<file path="src/rtl/alu_status_pkg.sv">
package alu_status_pkg;

    localparam int OP_W = 5;

    typedef enum logic [OP_W-1:0] {
        OP_ADD = 5'd0,  OP_ADC = 5'd1,  OP_SUB = 5'd2,  OP_SBB = 5'd3,
        OP_INC = 5'd4,  OP_DEC = 5'd5,  OP_NEG = 5'd6,
        OP_AND = 5'd7,  OP_OR  = 5'd8,  OP_XOR = 5'd9,  OP_NOT = 5'd10,
        OP_CLR = 5'd11,
        OP_SHR = 5'd12, OP_SHL = 5'd13, OP_SAR = 5'd14, OP_SAL = 5'd15,
        OP_ROR = 5'd16, OP_ROL = 5'd17, OP_RCR = 5'd18, OP_RCL = 5'd19,
        OP_CLC = 5'd20, OP_STC = 5'd21, OP_CMC = 5'd22
    } op_e;

    typedef struct packed {
        logic c;
        logic s;
        logic z;
        logic v;
    } flags_t;

    function automatic logic op_is_arith(input op_e o);
        return (o inside {OP_ADD, OP_ADC, OP_SUB, OP_SBB, OP_INC, OP_DEC, OP_NEG});
    endfunction

    function automatic logic op_is_logic(input op_e o);
        return (o inside {OP_AND, OP_OR, OP_XOR, OP_NOT, OP_CLR});
    endfunction

    function automatic logic op_is_shift(input op_e o);
        return (o inside {OP_SHR, OP_SHL, OP_SAR, OP_SAL,
                          OP_ROR, OP_ROL, OP_RCR, OP_RCL});
    endfunction

endpackage

</file>
<file path="src/rtl/alu_ripple_adder.sv">
// Ripple-carry adder that exposes both the carry out of the top stage
// and the carry into it, so overflow can be formed from the two.
module alu_ripple_adder #(
    parameter int W = 8
) (
    input  logic [W-1:0] add_x,
    input  logic [W-1:0] add_y,
    input  logic         add_cin,
    output logic [W-1:0] add_sum,
    output logic         add_cout,
    output logic         add_cmsb
);
    logic [W:0] chain;

    assign chain[0] = add_cin;

    for (genvar i = 0; i < W; i++) begin : g_stage
        assign add_sum[i]   = add_x[i] ^ add_y[i] ^ chain[i];
        assign chain[i+1]   = (add_x[i] & add_y[i]) | (chain[i] & (add_x[i] ^ add_y[i]));
    end

    assign add_cout = chain[W];
    assign add_cmsb = chain[W-1];
endmodule

</file>
<file path="src/rtl/alu_bitwise.sv">
module alu_bitwise
    import alu_status_pkg::*;
#(
    parameter int W = 8
) (
    input  op_e          bw_op,
    input  logic [W-1:0] bw_a,
    input  logic [W-1:0] bw_b,
    output logic [W-1:0] bw_res
);
    always_comb begin
        unique case (bw_op)
            OP_AND:  bw_res = bw_a & bw_b;
            OP_OR:   bw_res = bw_a | bw_b;
            OP_XOR:  bw_res = bw_a ^ bw_b;
            OP_NOT:  bw_res = ~bw_a;
            OP_CLR:  bw_res = '0;
            default: bw_res = bw_a;
        endcase
    end
endmodule

</file>
<file path="src/rtl/alu_shifter.sv">
module alu_shifter
    import alu_status_pkg::*;
#(
    parameter int W = 8
) (
    input  op_e          sh_op,
    input  logic [W-1:0] sh_a,
    input  logic         sh_cin,
    output logic [W-1:0] sh_res,
    output logic         sh_cout,
    output logic         sh_vout
);
    localparam int MSB = W - 1;

    always_comb begin
        sh_res  = sh_a;
        sh_cout = sh_cin;
        sh_vout = 1'b0;
        unique case (sh_op)
            OP_SHR: begin sh_res = {1'b0, sh_a[MSB:1]};       sh_cout = sh_a[0];   end
            OP_SHL: begin sh_res = {sh_a[MSB-1:0], 1'b0};     sh_cout = sh_a[MSB]; end
            OP_SAR: begin sh_res = {sh_a[MSB], sh_a[MSB:1]};  sh_cout = sh_a[0];   end
            OP_SAL: begin
                sh_res  = {sh_a[MSB-1:0], 1'b0};
                sh_cout = sh_a[MSB];
                sh_vout = sh_a[MSB] ^ sh_a[MSB-1];
            end
            OP_ROR: begin sh_res = {sh_a[0], sh_a[MSB:1]};    sh_cout = sh_a[0];   end
            OP_ROL: begin sh_res = {sh_a[MSB-1:0], sh_a[MSB]}; sh_cout = sh_a[MSB]; end
            OP_RCR: begin sh_res = {sh_cin, sh_a[MSB:1]};     sh_cout = sh_a[0];   end
            OP_RCL: begin sh_res = {sh_a[MSB-1:0], sh_cin};   sh_cout = sh_a[MSB]; end
            default: ;
        endcase
    end
endmodule

</file>
<file path="src/rtl/alu_status_unit.sv">
module alu_status_unit
    import alu_status_pkg::*;
#(
    parameter int DATA_W = 8
) (
    input  logic              clk,
    input  logic              rst_n,
    input  logic [DATA_W-1:0] opnd_a,
    input  logic [DATA_W-1:0] opnd_b,
    input  logic [OP_W-1:0]   op_code,
    input  logic              flag_load,
    output logic [DATA_W-1:0] alu_out,
    output logic              flag_c,
    output logic              flag_s,
    output logic              flag_z,
    output logic              flag_v
);
    localparam int MSB = DATA_W - 1;

    op_e               op;
    flags_t            flags_q, flags_d;
    logic [DATA_W-1:0] add_x, add_y, add_sum, bw_res, sh_res;
    logic              add_cin, add_cout, add_cmsb, sh_cout, sh_vout;

    assign op = op_e'(op_code);

    // Operand steering for the shared adder
    always_comb begin
        add_x   = opnd_a;
        add_y   = opnd_b;
        add_cin = 1'b0;
        unique case (op)
            OP_ADC: add_cin = flags_q.c;
            OP_SUB: begin add_y = ~opnd_b; add_cin = 1'b1;      end
            OP_SBB: begin add_y = ~opnd_b; add_cin = flags_q.c; end
            OP_INC: begin add_y = '0;      add_cin = 1'b1;      end
            OP_DEC: begin add_y = '1;      add_cin = 1'b0;      end
            OP_NEG: begin add_x = '0; add_y = ~opnd_a; add_cin = 1'b1; end
            default: ;
        endcase
    end

    alu_ripple_adder #(.W(DATA_W)) u_adder (
        .add_x    (add_x),
        .add_y    (add_y),
        .add_cin  (add_cin),
        .add_sum  (add_sum),
        .add_cout (add_cout),
        .add_cmsb (add_cmsb)
    );

    alu_bitwise #(.W(DATA_W)) u_bitwise (
        .bw_op  (op),
        .bw_a   (opnd_a),
        .bw_b   (opnd_b),
        .bw_res (bw_res)
    );

    alu_shifter #(.W(DATA_W)) u_shifter (
        .sh_op   (op),
        .sh_a    (opnd_a),
        .sh_cin  (flags_q.c),
        .sh_res  (sh_res),
        .sh_cout (sh_cout),
        .sh_vout (sh_vout)
    );

    // Result select
    always_comb begin
        if (op_is_arith(op))      alu_out = add_sum;
        else if (op_is_logic(op)) alu_out = bw_res;
        else if (op_is_shift(op)) alu_out = sh_res;
        else                      alu_out = opnd_a;
    end

    // Next condition bits
    always_comb begin
        flags_d = flags_q;
        if (op_is_arith(op)) begin
            flags_d.c = add_cout;
            flags_d.v = add_cout ^ add_cmsb;
            flags_d.s = alu_out[MSB];
            flags_d.z = (alu_out == '0);
        end else if (op_is_logic(op)) begin
            flags_d.v = 1'b0;
            flags_d.s = alu_out[MSB];
            flags_d.z = (alu_out == '0);
        end else if (op_is_shift(op)) begin
            flags_d.c = sh_cout;
            flags_d.v = sh_vout;
            flags_d.s = alu_out[MSB];
            flags_d.z = (alu_out == '0);
        end else begin
            unique case (op)
                OP_CLC:  flags_d.c = 1'b0;
                OP_STC:  flags_d.c = 1'b1;
                OP_CMC:  flags_d.c = ~flags_q.c;
                default: ;
            endcase
        end
    end

    always_ff @(posedge clk or negedge rst_n) begin
        if (!rst_n)         flags_q <= '0;
        else if (flag_load) flags_q <= flags_d;
    end

    assign flag_c = flags_q.c;
    assign flag_s = flags_q.s;
    assign flag_z = flags_q.z;
    assign flag_v = flags_q.v;
endmodule

</file>
<file path="config.mk">
export PLATFORM = sky130hd
export DESIGN_NAME = alu_status_unit
export DESIGN_NICKNAME = d
export VERILOG_FILES = /design/src/rtl/alu_status_pkg.sv /design/src/rtl/alu_ripple_adder.sv /design/src/rtl/alu_bitwise.sv /design/src/rtl/alu_shifter.sv /design/src/rtl/alu_status_unit.sv
export SDC_FILE = /design/constraint.sdc
export NUM_CORES = 1
export LEC_CHECK = 0
export BUFFER_PORTS_ARGS = -buffer_cell sky130_fd_sc_hd__buf_2
export CORE_ASPECT_RATIO = 0.7
export CORE_MARGIN = 5
export CORE_UTILIZATION = 35
export DETAILED_ROUTE_END_ITERATION = 12
export PLACE_DENSITY = 0.61
export SLEW_MARGIN = 15
export SYNTH_ARGS = -nofsm -noshare
export SYNTH_HDL_FRONTEND = slang
export SYNTH_SLANG_ARGS = --single-unit
</file>
<file path="constraint.sdc">
create_clock -name clk -period 7.91 [get_ports clk]
set_clock_uncertainty 0.15 [all_clocks]
set_input_delay 0.3955 -clock clk [delete_from_list [all_inputs] [get_ports clk]]
set_output_delay 0.3955 -clock clk [all_outputs]
set_load 0.02 [all_outputs]
</file>
==> impl_metrics.toml <==
[floorplanning]
start_util_pct = 36.5
die_h_um = 69.2
coreArea_sq_um = 4810
ios = 36
die_w_um = 94.6
die-area_sq_um = 6550
rows = 21

[setup_path]
crit_start = "op_code[2]"
endpoint = "alu_out[7]"
cp_data_arrival_time_ps = 5900
crit_path_start_kind = "input pin"
crit_type = "in -> out"
critPathCaptureType = "output port"
r2r_slack_ps = 2900
cp.required_ps = 7360
rr_endpoint = "flag_z"
r2r_start = "flag_c"
path_max_fanout = 32
reg2reg_depth = 20

[drt]
vias = 1857
drt-wirelength-per-cell_um = 17.6
drt_iter0_drc = 226
finalWirelength_um = 5700
dr.pass1.iters = 5
vias_per_cell = 5.75
ant_nets = 0
drc_errors = 0

[power_and_ir_drop]
vdd_drop_max_mv = 0.0421
leakage_uw = 0.000925
p_per_area_nw_per_um2 = 102

[layout]
layout_commonest_cell = "buf_2"
final_cell_mix = "35 x buf_2, 25 x nand2_1, 22 x inv_1"
design_area_sq_um = 1960
nets = 304
diodes = 0
drive_gt1_share_pct = 18.1
area_growth_pct = 11.7
fillers = 526
multi_input_area_sq_um = 1460
seqCellArea_sq_um = 100

[global_route]
grt_max_degree = 41
gr-usage-all-layers_pct = 17.5
overflow = 0
antenna_found_initial = 0
first_global_vias = 1683
grt_pass1_wl_um = 9190

[place]
dp_worst_setup_slack_ps = 1530
gp_congestion = 0.927
post-dp-hpwl_um = 4430
postPlaceCellArea_sq_um = 1900
portBuffers = 35

[clock_tree]
cts_hold_buf = 1
cts-root-buf = "clkbuf_8"
post_cts_buffers = 0
clock_path_buffers = 2
path_clk_slew_ps = 30
clock_latency_ps = 210
h-tree-depth = 1
cts_buffers = 3
cts_tree = "yes"
cts_resized = 0
cts_sinks = 4

[logic_synthesis]
syn_nets = 283
yosys.cell_types.count = 51
mappedNetlistArea_sq_um = 1750
ys_seq_area_share_pct = 5.71
synth_edf_count = 0
synthArstFlopShare_pct = 100
syn_inst = 235
ys.flop_type = "dfrtp_1"
synth_warnings = 0
yosys_register_bits = 4
avgSynthCellArea_sq_um = 7.46

[flow_run]
maxCapViolations = 0

[sta]
setup-tns-final_ps = 0
fin_crit_sh_pct = 81.5
maxSlewHeadroom_pct = 48.8
max_freq_mhz = 155
finalSetupViolCount = 0
period_minus_slack_ps = 6450
worstMarginPinSlew_ps = 762
rsz0062_at_grt = "no"
hold_viol = 0
fin_ws_ps = 1460
slew_violations = 0

[run_status]
status = "finished, final reports clean"

[worst_hold_path]
hold_path.class = "in -> reg"
Yosys cell counts, types with 3 or more instances:
| library cell | instances | area share, % |
|---|---|---|
| clkbuf_1 | 7 | 1.5 |
| o21ai_1 | 5 | 1.4 |
| nand2_1 | 25 | 5.4 |
| mux2i_1 | 18 | 10 |
| a21o_1 | 3 | 1.3 |
| a32o_1 | 3 | 1.7 |
| buf_6 | 3 | 1.9 |
| nand2b_1 | 4 | 1.4 |
| o21ai_0 | 8 | 2.3 |
| dfrtp_1 | 4 | 5.7 |
| inv_1 | 22 | 4.7 |
| nor3_1 | 8 | 2.3 |
| nor2_1 | 10 | 2.1 |
| nand3_1 | 5 | 1.4 |
| nand3b_1 | 5 | 2.1 |
| fa_1 | 8 | 9.1 |
| buf_2 | 7 | 2.0 |
| o21a_1 | 6 | 2.6 |
| a211oi_1 | 3 | 1.3 |
| ha_1 | 16 | 11 |
| a21oi_1 | 15 | 4.3 |
| o221ai_1 | 8 | 4.0 |
flip-flops by register name (all words and copies together) (netlist names):
register,cells
flag_c,1
flag_v,1
flag_z,1
flag_s,1
worst min-delay path by stage:
stage               slack (ps)  cells past startpoint     end  startpoint
CTS                        320                      2  flag_c   flag_load
global route               320                      2  flag_c   flag_load
global placement            60                      1  flag_c       rst_n
floorplan                  -50                      0  flag_c       rst_n
finish                     320                      2  flag_c   flag_load
detailed placement          60                      1  flag_c       rst_n
cell type report:
type	instances	share of cell area, %
clock buffer	3	2.11
inverter	23	4.41
multi-input combinational	188	74.5
sequential	4	5.11
tap	69	4.41
timing repair buffer	36	9.46
routing by layer:
| metal | track usage [%] | wire length, um | part of all wire [%] |
|---|---|---|---|
| met1 | 28.4 | 2680 | 47 |
| met3 | 5.75 | 741 | 13 |
| met5 | 0 | 0 | 0 |
| met2 | 22.1 | 2200 | 39 |
| met4 | 2.40 | 77 | 1.4 |
critical path, cell delays in order:
cell      delay, ps
buf_2           420
nand2b_1        190
nor2_1          280
nand2_1         340
o21a_1          300
fa_1            380
inv_1            90
fa_1            170
inv_1            60
fa_1            460
fa_1            420
inv_1            80
fa_1            170
inv_1            50
fa_1            440
fa_1            470
inv_1           110
fa_1            400
a22oi_1         180
nand3_1         150
a21o_1          180
buf_2           150
logic make-up after synthesis:
logic type,after synthesis,synth area share (%)
compound gates,70,28.3
simple gates,72,21.5
buf+inv,43,11.4
flops,4,5.71
mux,20,11.6
xor+xnor,2,0.999
fa+ha+maj,24,20.6
report_power, final:
group	leakage (uW)	switching, uW	internal [uW]	total, uW
combinational	0.000851	81.7	50.3	132
sequential	0.0000526	2.66	23.6	26.3
clock	0.0000216	9.74	32.4	42.1
total	0.000925	94.1	106	200
metrics by stage:
step / total power [uW] / cells / hold WS [ps] / utilization [%]
2_1_floorplan: 118 / 235 / -50.1 / -
3_3_place_gp: 156 / 319 / 56.0 / 39.5
3_5_place_dp: 156 / 319 / 60.2 / 39.5
4_1_cts: 201 / 323 / 321 / 40.6
5_1_grt: 217 / 323 / 323 / 40.7
6_report: 200 / 323 / 316 / 40.7
(Power assumes the default switching activity.)
